===== src/rtl/softpwr_pkg.sv =====
// Shared constants and types for the soft power-on controller.
// Assumes a three-bit configuration word whose bit positions are fixed here.
package softpwr_pkg;
    localparam int CFG_W   = 3;
    localparam int BIT_UP  = 0;  // power up on standby reset
    localparam int BIT_OFF = 1;  // force off on standby reset
    localparam int BIT_BEN = 2;  // button may switch power off

    typedef enum logic [1:0] {
        ACT_HOLD = 2'd0,
        ACT_ON   = 2'd1,
        ACT_OFF  = 2'd2,
        ACT_BAD  = 2'd3
    } stby_act_e;

    // Map the two standby-policy bits to an action.
    function automatic stby_act_e decode_act(input logic up, input logic off);
        case ({off, up})
            2'b01:   decode_act = ACT_ON;
            2'b10:   decode_act = ACT_OFF;
            2'b11:   decode_act = ACT_BAD;
            default: decode_act = ACT_HOLD;
        endcase
    endfunction
endpackage


===== src/rtl/softpwr_cfg.sv =====
// Battery-backed configuration register for the standby policy and the button enable.
// Assumes writes are synchronous. A write that sets both standby bits keeps the old
// standby bits and still updates the enable bit.
module softpwr_cfg
    import softpwr_pkg::*;
(
    input  logic             clk_i,
    input  logic             rst_bat_n_i,
    input  logic             wr_i,
    input  logic [CFG_W-1:0] wdata_i,
    output logic             up_o,
    output logic             off_o,
    output logic             ben_o,
    output stby_act_e        act_o
);
    logic up_q, off_q, ben_q;
    logic wr_bad;

    // Flag a write that asks for both standby actions at once.
    always_comb wr_bad = wdata_i[BIT_UP] && wdata_i[BIT_OFF];

    // Configuration storage with battery-domain defaults.
    always_ff @(posedge clk_i) begin
        if (!rst_bat_n_i) begin
            up_q  <= 1'b0;
            off_q <= 1'b0;
            ben_q <= 1'b1;
        end else if (wr_i) begin
            ben_q <= wdata_i[BIT_BEN];
            if (!wr_bad) begin
                up_q  <= wdata_i[BIT_UP];
                off_q <= wdata_i[BIT_OFF];
            end
        end
    end

    // Expose the stored bits and the decoded standby action.
    always_comb begin
        up_o  = up_q;
        off_o = off_q;
        ben_o = ben_q;
        act_o = decode_act(up_q, off_q);
    end


    illegal_wr_keep_chk: assert property (@(posedge clk_i) disable iff (!rst_bat_n_i)
        wr_i && wdata_i[BIT_UP] && wdata_i[BIT_OFF] |=> $stable({up_q, off_q}));


    wr_ben_take_chk: assert property (@(posedge clk_i) disable iff (!rst_bat_n_i)
        wr_i |=> ben_q == $past(wdata_i[BIT_BEN]));
endmodule


===== src/rtl/softpwr_btn_qual.sv =====
// Button qualifier: emits one pulse once the button has been high for QUAL_CYCLES edges.
// Assumes btn_i is synchronous. Lives in the standby domain and restarts on standby reset.
module softpwr_btn_qual #(
    parameter int QUAL_CYCLES = 3
) (
    input  logic clk_i,
    input  logic rst_n_i,
    input  logic btn_i,
    output logic press_o
);
    localparam int CNT_W = $clog2(QUAL_CYCLES + 1);
    localparam logic [CNT_W-1:0] LAST = CNT_W'(QUAL_CYCLES - 1);
    localparam logic [CNT_W-1:0] SAT  = CNT_W'(QUAL_CYCLES);

    logic [CNT_W-1:0] cnt_q;

    // Pulse on the edge that completes the qualifying window.
    always_comb press_o = btn_i && (cnt_q == LAST);

    // Count consecutive high cycles, saturating until release.
    always_ff @(posedge clk_i) begin
        if (!rst_n_i)         cnt_q <= '0;
        else if (!btn_i)      cnt_q <= '0;
        else if (cnt_q != SAT) cnt_q <= cnt_q + 1'b1;
    end


    single_press_chk: assert property (@(posedge clk_i) disable iff (!rst_n_i)
        press_o |=> !press_o);


    press_needs_hold_chk: assert property (@(posedge clk_i) disable iff (!rst_n_i)
        !btn_i |=> !press_o || (QUAL_CYCLES == 1));
endmodule


===== src/rtl/softpwr_state.sv =====
// Power state register in the battery domain. The standby reset applies the
// configured action. Otherwise wake forces on, and a press toggles, with
// turn-off gated by the enable. Assumes the action is never ACT_BAD.
module softpwr_state
    import softpwr_pkg::*;
(
    input  logic      clk_i,
    input  logic      rst_bat_n_i,
    input  logic      stby_rst_n_i,
    input  logic      wake_i,
    input  logic      press_i,
    input  logic      ben_i,
    input  stby_act_e act_i,
    output logic      pwr_on_o
);
    logic on_q;

    // Select the next power state by priority: battery reset, standby action, wake, button.
    always_ff @(posedge clk_i) begin
        if (!rst_bat_n_i) begin
            on_q <= 1'b0;
        end else if (!stby_rst_n_i) begin
            case (act_i)
                ACT_ON:  on_q <= 1'b1;
                ACT_OFF: on_q <= 1'b0;
                default: on_q <= on_q;
            endcase
        end else if (wake_i) begin
            on_q <= 1'b1;
        end else if (press_i) begin
            if (!on_q)     on_q <= 1'b1;
            else if (ben_i) on_q <= 1'b0;
        end
    end

    always_comb pwr_on_o = on_q;


    stby_up_chk: assert property (@(posedge clk_i) disable iff (!rst_bat_n_i)
        !stby_rst_n_i && act_i == ACT_ON |=> on_q);


    stby_off_chk: assert property (@(posedge clk_i) disable iff (!rst_bat_n_i)
        !stby_rst_n_i && act_i == ACT_OFF |=> !on_q);


    stby_hold_chk: assert property (@(posedge clk_i) disable iff (!rst_bat_n_i)
        !stby_rst_n_i && act_i == ACT_HOLD |=> $stable(on_q));


    wake_on_chk: assert property (@(posedge clk_i) disable iff (!rst_bat_n_i)
        stby_rst_n_i && wake_i |=> on_q);


    btn_off_block_chk: assert property (@(posedge clk_i) disable iff (!rst_bat_n_i)
        stby_rst_n_i && on_q && !ben_i |=> on_q);


    no_bad_act_chk: assert property (@(posedge clk_i) disable iff (!rst_bat_n_i)
        act_i != ACT_BAD);
endmodule


===== src/rtl/softpwr_ctrl.sv =====
// Top of the soft power-on controller: configuration, button qualifier and power state.
// Assumes all inputs are synchronous to clk_i and both resets are synchronous, active low.
module softpwr_ctrl
    import softpwr_pkg::*;
#(
    parameter int BTN_QUAL_CYCLES = 3
) (
    input  logic             clk_i,
    input  logic             rst_bat_n_i,
    input  logic             stby_rst_n_i,
    input  logic             btn_i,
    input  logic             wake_i,
    input  logic             cfg_wr_i,
    input  logic [CFG_W-1:0] cfg_wdata_i,
    output logic             pwr_on_n_o,
    output logic [CFG_W-1:0] cfg_rdata_o
);
    logic      up, off, ben, press, pwr_on;
    logic      btn_rst_n;
    stby_act_e act;

    // The button logic restarts on either reset.
    always_comb btn_rst_n = rst_bat_n_i && stby_rst_n_i;

    softpwr_cfg cfg_i (
        .clk_i       (clk_i),
        .rst_bat_n_i (rst_bat_n_i),
        .wr_i        (cfg_wr_i),
        .wdata_i     (cfg_wdata_i),
        .up_o        (up),
        .off_o       (off),
        .ben_o       (ben),
        .act_o       (act)
    );

    softpwr_btn_qual #(.QUAL_CYCLES(BTN_QUAL_CYCLES)) btn_i_q (
        .clk_i   (clk_i),
        .rst_n_i (btn_rst_n),
        .btn_i   (btn_i),
        .press_o (press)
    );

    softpwr_state state_i (
        .clk_i        (clk_i),
        .rst_bat_n_i  (rst_bat_n_i),
        .stby_rst_n_i (stby_rst_n_i),
        .wake_i       (wake_i),
        .press_i      (press),
        .ben_i        (ben),
        .act_i        (act),
        .pwr_on_o     (pwr_on)
    );

    // Drive the active-low pin and assemble the readback word.
    always_comb begin
        pwr_on_n_o           = !pwr_on;
        cfg_rdata_o          = '0;
        cfg_rdata_o[BIT_UP]  = up;
        cfg_rdata_o[BIT_OFF] = off;
        cfg_rdata_o[BIT_BEN] = ben;
    end


    bat_reset_off_chk: assert property (@(posedge clk_i)
        !rst_bat_n_i |=> pwr_on_n_o && cfg_rdata_o == 3'b100);
endmodule


===== config.mk =====
export PLATFORM = sky130hd
export DESIGN_NAME = softpwr_ctrl
export DESIGN_NICKNAME = d
export VERILOG_FILES = /design/src/rtl/softpwr_pkg.sv /design/src/rtl/softpwr_cfg.sv /design/src/rtl/softpwr_btn_qual.sv /design/src/rtl/softpwr_state.sv /design/src/rtl/softpwr_ctrl.sv
export SDC_FILE = /design/constraint.sdc
export NUM_CORES = 1
export LEC_CHECK = 0
export BUFFER_PORTS_ARGS = -buffer_cell sky130_fd_sc_hd__buf_2
export CAP_MARGIN = 20
export CELL_PAD_IN_SITES_DETAIL_PLACEMENT = 1
export CELL_PAD_IN_SITES_GLOBAL_PLACEMENT = 1
export CORE_AREA = 3 3 40 42
export CTS_CLUSTER_SIZE = 40
export DETAILED_ROUTE_END_ITERATION = 10
export DIE_AREA = 0 0 43 45
export PLACE_DENSITY = 0.66
export SYNTH_ARGS = -nofsm -noshare
export SYNTH_HDL_FRONTEND = slang
export SYNTH_SLANG_ARGS = --single-unit

===== constraint.sdc =====
create_clock -name clk_i -period 2 [get_ports clk_i]
set_input_delay 0.2 -clock clk_i [delete_from_list [all_inputs] [get_ports clk_i]]
set_output_delay 0.2 -clock clk_i [all_outputs]
set_load 0.01 [all_outputs]

## After elaboration in Yosys (flattened, before gate mapping)

Cells that the tools add are included.

| operators by class | value |
|---|---|
| $add $sub $neg | 1 |
| equal/unequal tests | 8 |
| muxes and demuxes | 7 |
| bitwise logic cells | 1 |
| reductions and logical operators | 8 |

Operator list:

| cell | count |
|---|---|
| 2-bit == test, second input constant | 4 |
| 2-bit case mux with 3 select lines | 1 |
| 2-bit AND reduction | 3 |
| 1-bit two-way mux | 5 |
| 2-bit by 1-bit == test with 1-bit output, second input constant | 2 |
| 1-bit logical AND | 3 |
| 3-bit by 1-bit != test with 1-bit output, second input constant | 1 |
| 3-bit nonzero test | 1 |
| 2-bit by 1-bit adder with 2-bit output, second input constant | 1 |
| 2-bit != test, second input constant | 1 |
| 1-bit case mux with 2 select lines | 1 |
| 1-bit logical NOT | 1 |
| 1-bit NOT | 1 |

| word-level totals | value |
|---|---|
| flip-flop bits (word level) | 6 |
| input port bits | 9 |
| word-level logic and storage cells | 30 |

## Depth between registers and ports, before layout

| depth | value |
|---|---|
| depth in word-level cells | 5 |
| mapped depth | 5 |

## Hierarchy

From an unflattened synthesis, not the netlist that was laid out.

| second synthesis, totals | value |
|---|---|
| cells, all modules | 36 |
| area total of the unflattened synthesis | 330.3 sq um |

Modules (own cells, without submodules):

| module | instances | cells each | area an instance (sq um) |
|---|---|---|---|
| softpwr_cfg | 1 | 12 | 122.6 |
| softpwr_btn_qual | 1 | 12 | 110.1 |
| softpwr_state | 1 | 7 | 65.1 |
| softpwr_ctrl | 1 | 5 | 32.5 |

## Worst setup path before layout

OpenSTA, ideal clock, no wires.

| path | value |
|---|---|
| path type | flip-flop to flip-flop |
| start point | reg btn_i_q.cnt_q[0] |
| end point | reg state_i.on_q, in the netlist state_i.pwr_on_o |
| library setup time | 58 ps |
| arrival | 1045 ps |
| data required time | 1942 ps |
| path slack | 897 ps |
| cell stages (with the launch flop) | 6 |
| buffers on the path | 0 |
| period minus slack after synthesis | 1103 ps |
| cells stage by stage | dfxtp_1 -> inv_1 -> ha_1 -> and4_1 -> o21ai_0 -> o211a_1 |

| between the ends | value |
|---|---|
| cells in the longest elaborated chain, start to end | 4 |

RTL lines:

| what | RTL line | text |
|---|---|---|
| start, declared | softpwr_btn_qual.sv:15 | `logic [CNT_W-1:0] cnt_q;` |
| start signal, assigned | softpwr_btn_qual.sv:24 | `else if (cnt_q != SAT) cnt_q <= cnt_q + 1'b1;` |
| 2-bit == test | softpwr_btn_qual.sv:18 | `always_comb press_o = btn_i && (cnt_q == LAST);` |
| 1-bit logical AND | softpwr_btn_qual.sv:18 |  |
| 3-bit by 1-bit != test with 1-bit output (no line) | n/a |  |
| 2-bit AND reduction (no line) | n/a |  |
| end signal, assigned | softpwr_state.sv:26 | `default: on_q <= on_q;` |
| end, declared | softpwr_state.sv:16 | `logic on_q;` |

No other way between the ends.
A chain may end at the register's enable or synchronous reset.

## Final worst setup path

Ends and elaborated chain as after synthesis.

==> flow_summary.html <==
<table>
<tr><th>Metric</th><th>Value</th></tr>
<tr><th colspan="2">STA</th></tr>
<tr><td>Final worst clock skew</td><td>0.00452 ns</td></tr>
<tr><td>Hold Vio Cnt, Final</td><td>0</td></tr>
<tr><td>Finish-stage setup viols</td><td>0</td></tr>
<tr><td>Post-Route Hold Slack</td><td>0.169 ns</td></tr>
<tr><td>Min setup slack post-route</td><td>0.794 ns</td></tr>
<tr><td>Actual transition at the worst max-transition pin</td><td>0.156 ns</td></tr>
<tr><td>Total count of max-transition violations in the final report</td><td>0</td></tr>
<tr><td>Setup TNS</td><td>0 ns</td></tr>
<tr><td>Setup repair after global routing missed its margin</td><td>no</td></tr>
<tr><td>Crit path time final</td><td>1.21 ns</td></tr>
<tr><td>Max Clock Freq</td><td>829 MHz</td></tr>
<tr><td>Worst slew margin</td><td>89.5%</td></tr>
<tr><td>Crit share post-route</td><td>60.3%</td></tr>
<tr><th colspan="2">GRT</th></tr>
<tr><td>Maximum number of pins on one net before global-route repair</td><td>6</td></tr>
<tr><td>Via count of the first global-routing pass</td><td>251</td></tr>
<tr><td>Wire length of the first global-routing pass</td><td>1030 um</td></tr>
<tr><td>Overall global routing resource usage</td><td>8.16%</td></tr>
<tr><td>Remaining global-route overflow</td><td>0</td></tr>
<tr><td>Initial antenna violation count</td><td>0</td></tr>
<tr><th colspan="2">Floorplan</th></tr>
<tr><td>Die height</td><td>45 um</td></tr>
<tr><td>Cell row count</td><td>13</td></tr>
<tr><td>Initial Util</td><td>23.6%</td></tr>
<tr><td>DIE WIDTH</td><td>43 um</td></tr>
<tr><td>Placeable Area</td><td>1280 um^2</td></tr>
<tr><td>Die outline area</td><td>1940 um^2</td></tr>
<tr><td>Number of top-level pins</td><td>13</td></tr>
<tr><th colspan="2">Clock network</th></tr>
<tr><td>Cts-stage hold buffer count</td><td>0</td></tr>
<tr><td>Clk pin slew, worst setup/hold paths</td><td>0.05 ns</td></tr>
<tr><td>Number of buffers inserted during clock tree synthesis</td><td>3</td></tr>
<tr><td>Number of buffers on the longest clock path</td><td>2</td></tr>
<tr><td>TritonCTS Sinks</td><td>6</td></tr>
<tr><td>Post-cts repair resize count</td><td>0</td></tr>
<tr><td>Cell chosen for the clock root</td><td>sky130_fd_sc_hd__clkbuf_4</td></tr>
<tr><td>Buffers inserted during post-CTS setup optimization</td><td>0</td></tr>
<tr><td>Clock tree from TritonCTS</td><td>done</td></tr>
<tr><td>Clock latency reported for the late side of the worst-skew pair</td><td>0.24 ns</td></tr>
<tr><td>Max H-tree Level</td><td>1</td></tr>
<tr><th colspan="2">Yosys</th></tr>
<tr><td>Number of flip-flops and latches in the synthesized netlist</td><td>6</td></tr>
<tr><td>Cells taking the most area after synthesis</td><td>sky130_fd_sc_hd__dfxtp_1 (40%), sky130_fd_sc_hd__ha_1 (8.3%), sky130_fd_sc_hd__buf_4 (7.4%)</td></tr>
<tr><td>Largest area contributor in the synthesized netlist</td><td>sky130_fd_sc_hd__dfxtp_1</td></tr>
<tr><td>Number of synthesis warnings</td><td>0</td></tr>
<tr><td>Post-Synthesis Cell Area</td><td>303 um^2</td></tr>
<tr><td>Post-Syn Instances</td><td>34</td></tr>
<tr><td>Sequential area share after synthesis</td><td>39.7%</td></tr>
<tr><td>Average footprint of a synthesized cell</td><td>8.91 um^2</td></tr>
<tr><td>Area share of the largest cell type after synthesis</td><td>39.7%</td></tr>
<tr><td>Number of distinct library cells after synthesis</td><td>16</td></tr>
<tr><td>Number of nets produced by synthesis</td><td>45</td></tr>
<tr><th colspan="2">Pwr</th></tr>
<tr><td>Sum of internal, switching and leakage power</td><td>0.281 mW</td></tr>
<tr><td>Power per cell area</td><td>736 nW/um^2</td></tr>
<tr><td>Worst IR Drop VDD</td><td>272 uV</td></tr>
<tr><td>Leakage</td><td>0.207 nW</td></tr>
<tr><th colspan="2">Placement</th></tr>
<tr><td>Gp weighted congestion</td><td>0.641</td></tr>
<tr><td>Quantity of I/O buffers inserted on ports</td><td>12</td></tr>
<tr><td>Placed standard-cell area</td><td>359 um^2</td></tr>
<tr><td>Cells after DPL</td><td>58</td></tr>
<tr><td>Setup slack at placement</td><td>0.809 ns</td></tr>
<tr><th colspan="2">Worst hold path</th></tr>
<tr><td>Type of the most critical hold path</td><td>in -&gt; reg</td></tr>
<tr><th colspan="2">Setup path</th></tr>
<tr><td>Worst Path Arrival</td><td>1.39 ns</td></tr>
<tr><td>Crit path required time</td><td>2.19 ns</td></tr>
<tr><td>Crit path capture type</td><td>flip-flop</td></tr>
<tr><td>CP Max Fanout</td><td>3</td></tr>
<tr><td>Type of the setup path with the least slack</td><td>reg -&gt; reg</td></tr>
<tr><td>Worst Setup Start Kind</td><td>flip-flop</td></tr>
<tr><th colspan="2">Run status</th></tr>
<tr><td>Status</td><td>finished clean</td></tr>
<tr><th colspan="2">Route</th></tr>
<tr><td>Detailed-routing iteration count for the pre-antenna-repair pass</td><td>4</td></tr>
<tr><td>Count of unresolved DRC violations after routing</td><td>0</td></tr>
<tr><td>Routed wirelength normalized by instance count</td><td>10.6 um</td></tr>
<tr><td>Vias per std cell</td><td>4.33</td></tr>
<tr><td>Final wirelength</td><td>645 um</td></tr>
<tr><td>Count of vias placed by the detailed router</td><td>264</td></tr>
<tr><td>Number of antenna-violating nets in the routed design</td><td>0</td></tr>
<tr><td>Count of routing violations after the opening detailed-route iteration</td><td>5</td></tr>
<tr><th colspan="2">Flow run</th></tr>
<tr><td>Maximum capacitance violations</td><td>0</td></tr>
<tr><th colspan="2">Layout</th></tr>
<tr><td>Cell Count, Final, Fillers Out</td><td>61</td></tr>
<tr><td>Final core area utilization</td><td>29.7%</td></tr>
<tr><td>N_diodes</td><td>0</td></tr>
<tr><td>Ratio of cells with drive above 1 in the final layout</td><td>34.8%</td></tr>
<tr><td>Layout overhead on the synthesized area</td><td>26.0%</td></tr>
<tr><td>Post-layout nets</td><td>59</td></tr>
<tr><td>Cell area after layout</td><td>382 um^2</td></tr>
</table>
[cells in the mapped netlist, drive strengths merged]
cell / instances
nand3: 1
inv: 4
buf: 3
nand2: 1
o21ai: 2
dfxtp: 6
ha: 2
maj3: 1
nor2b: 1
nor2: 4
mux2i: 1
o211a: 2
and4: 1
nand2b: 1
xor2: 1
a21oi: 3
[state kept, by name (all words and copies together), names as in the netlist]
signal	count
btn_i_q.cnt_q	2
cfg_i.ben_o	1
cfg_i.off_o	1
cfg_i.up_o	1
state_i.pwr_on_o	1
[layout make-up]
cell class | count | area, um^2
Sequential cell | 6 | 120
Tap cell | 15 | 18.8
Fill cell | 164 | 903
Multi-Input combinational cell | 21 | 145
Timing Repair Buffer | 12 | 60.1
Inverter | 4 | 15.0
Clock buffer | 3 | 22.5
[kinds of logic (layout without fill, tap and decap cells)]
logic type	count (synthesis)	in the layout	synth area share, %
mux	1	1	3.31
xor+xnor	1	1	2.89
flops	6	6	39.7
compound gates	7	7	14.9
fa+ha+maj	3	3	12.0
buf+inv	7	19	12.4
simple gates	9	9	14.9
[cell usage in the layout, fill, tap and decap left out]
cell type                   n
sky130_fd_sc_hd__nor2b_1    1
sky130_fd_sc_hd__o21ai_0    2
sky130_fd_sc_hd__maj3_2     1
sky130_fd_sc_hd__inv_1      4
sky130_fd_sc_hd__clkbuf_4   3
sky130_fd_sc_hd__nand2b_1   1
sky130_fd_sc_hd__o211a_1    2
sky130_fd_sc_hd__buf_2     12
sky130_fd_sc_hd__nor2_1     4
sky130_fd_sc_hd__nand3_1    1
sky130_fd_sc_hd__mux2i_1    1
sky130_fd_sc_hd__dfxtp_1    6
sky130_fd_sc_hd__xor2_1     1
sky130_fd_sc_hd__and4_1     1
sky130_fd_sc_hd__nand2_1    1
sky130_fd_sc_hd__ha_1       2
sky130_fd_sc_hd__a21oi_1    3
[metal layers]
metal | up-vias | part of all wire [%] | global-route usage, %
met3 | 2 | 7.6 | 2.79
met2 | 10 | 41 | 9.28
li1 | 135 | - | -
met4 | 0 | 3.6 | 12.7
met1 | 117 | 48 | 9.40
met5 | - | 0 | 0
[where the power goes]
part	internal [mW]	switching [mW]
sequential	0.126	0.00541
clock	0.0680	0.0449
combinational	0.0190	0.0170
total	0.213	0.0673
[critical path, cell delays in order, from the launching register on]
cell and delay [ns]:
sky130_fd_sc_hd__dfxtp_1 0.37, sky130_fd_sc_hd__inv_1 0.07, sky130_fd_sc_hd__ha_1 0.20, sky130_fd_sc_hd__and4_1 0.19, sky130_fd_sc_hd__o21ai_0 0.15, sky130_fd_sc_hd__o211a_1 0.17
[path summary, 6_finish.rpt]
kind | startpoint | end | slack [ns] | cells after the start
hold reg to reg | cfg_i.off_o | cfg_i.off_o | 0.48 | 2
setup reg to reg | btn_i_q.cnt_q[0] | state_i.pwr_on_o | 0.79 | 5
hold / removal | rst_bat_n_i | cfg_i.ben_o | 0.17 | 2
setup / recovery | btn_i_q.cnt_q[0] | state_i.pwr_on_o | 0.79 | 5
Note: power is estimated with default switching activity, not from simulation.
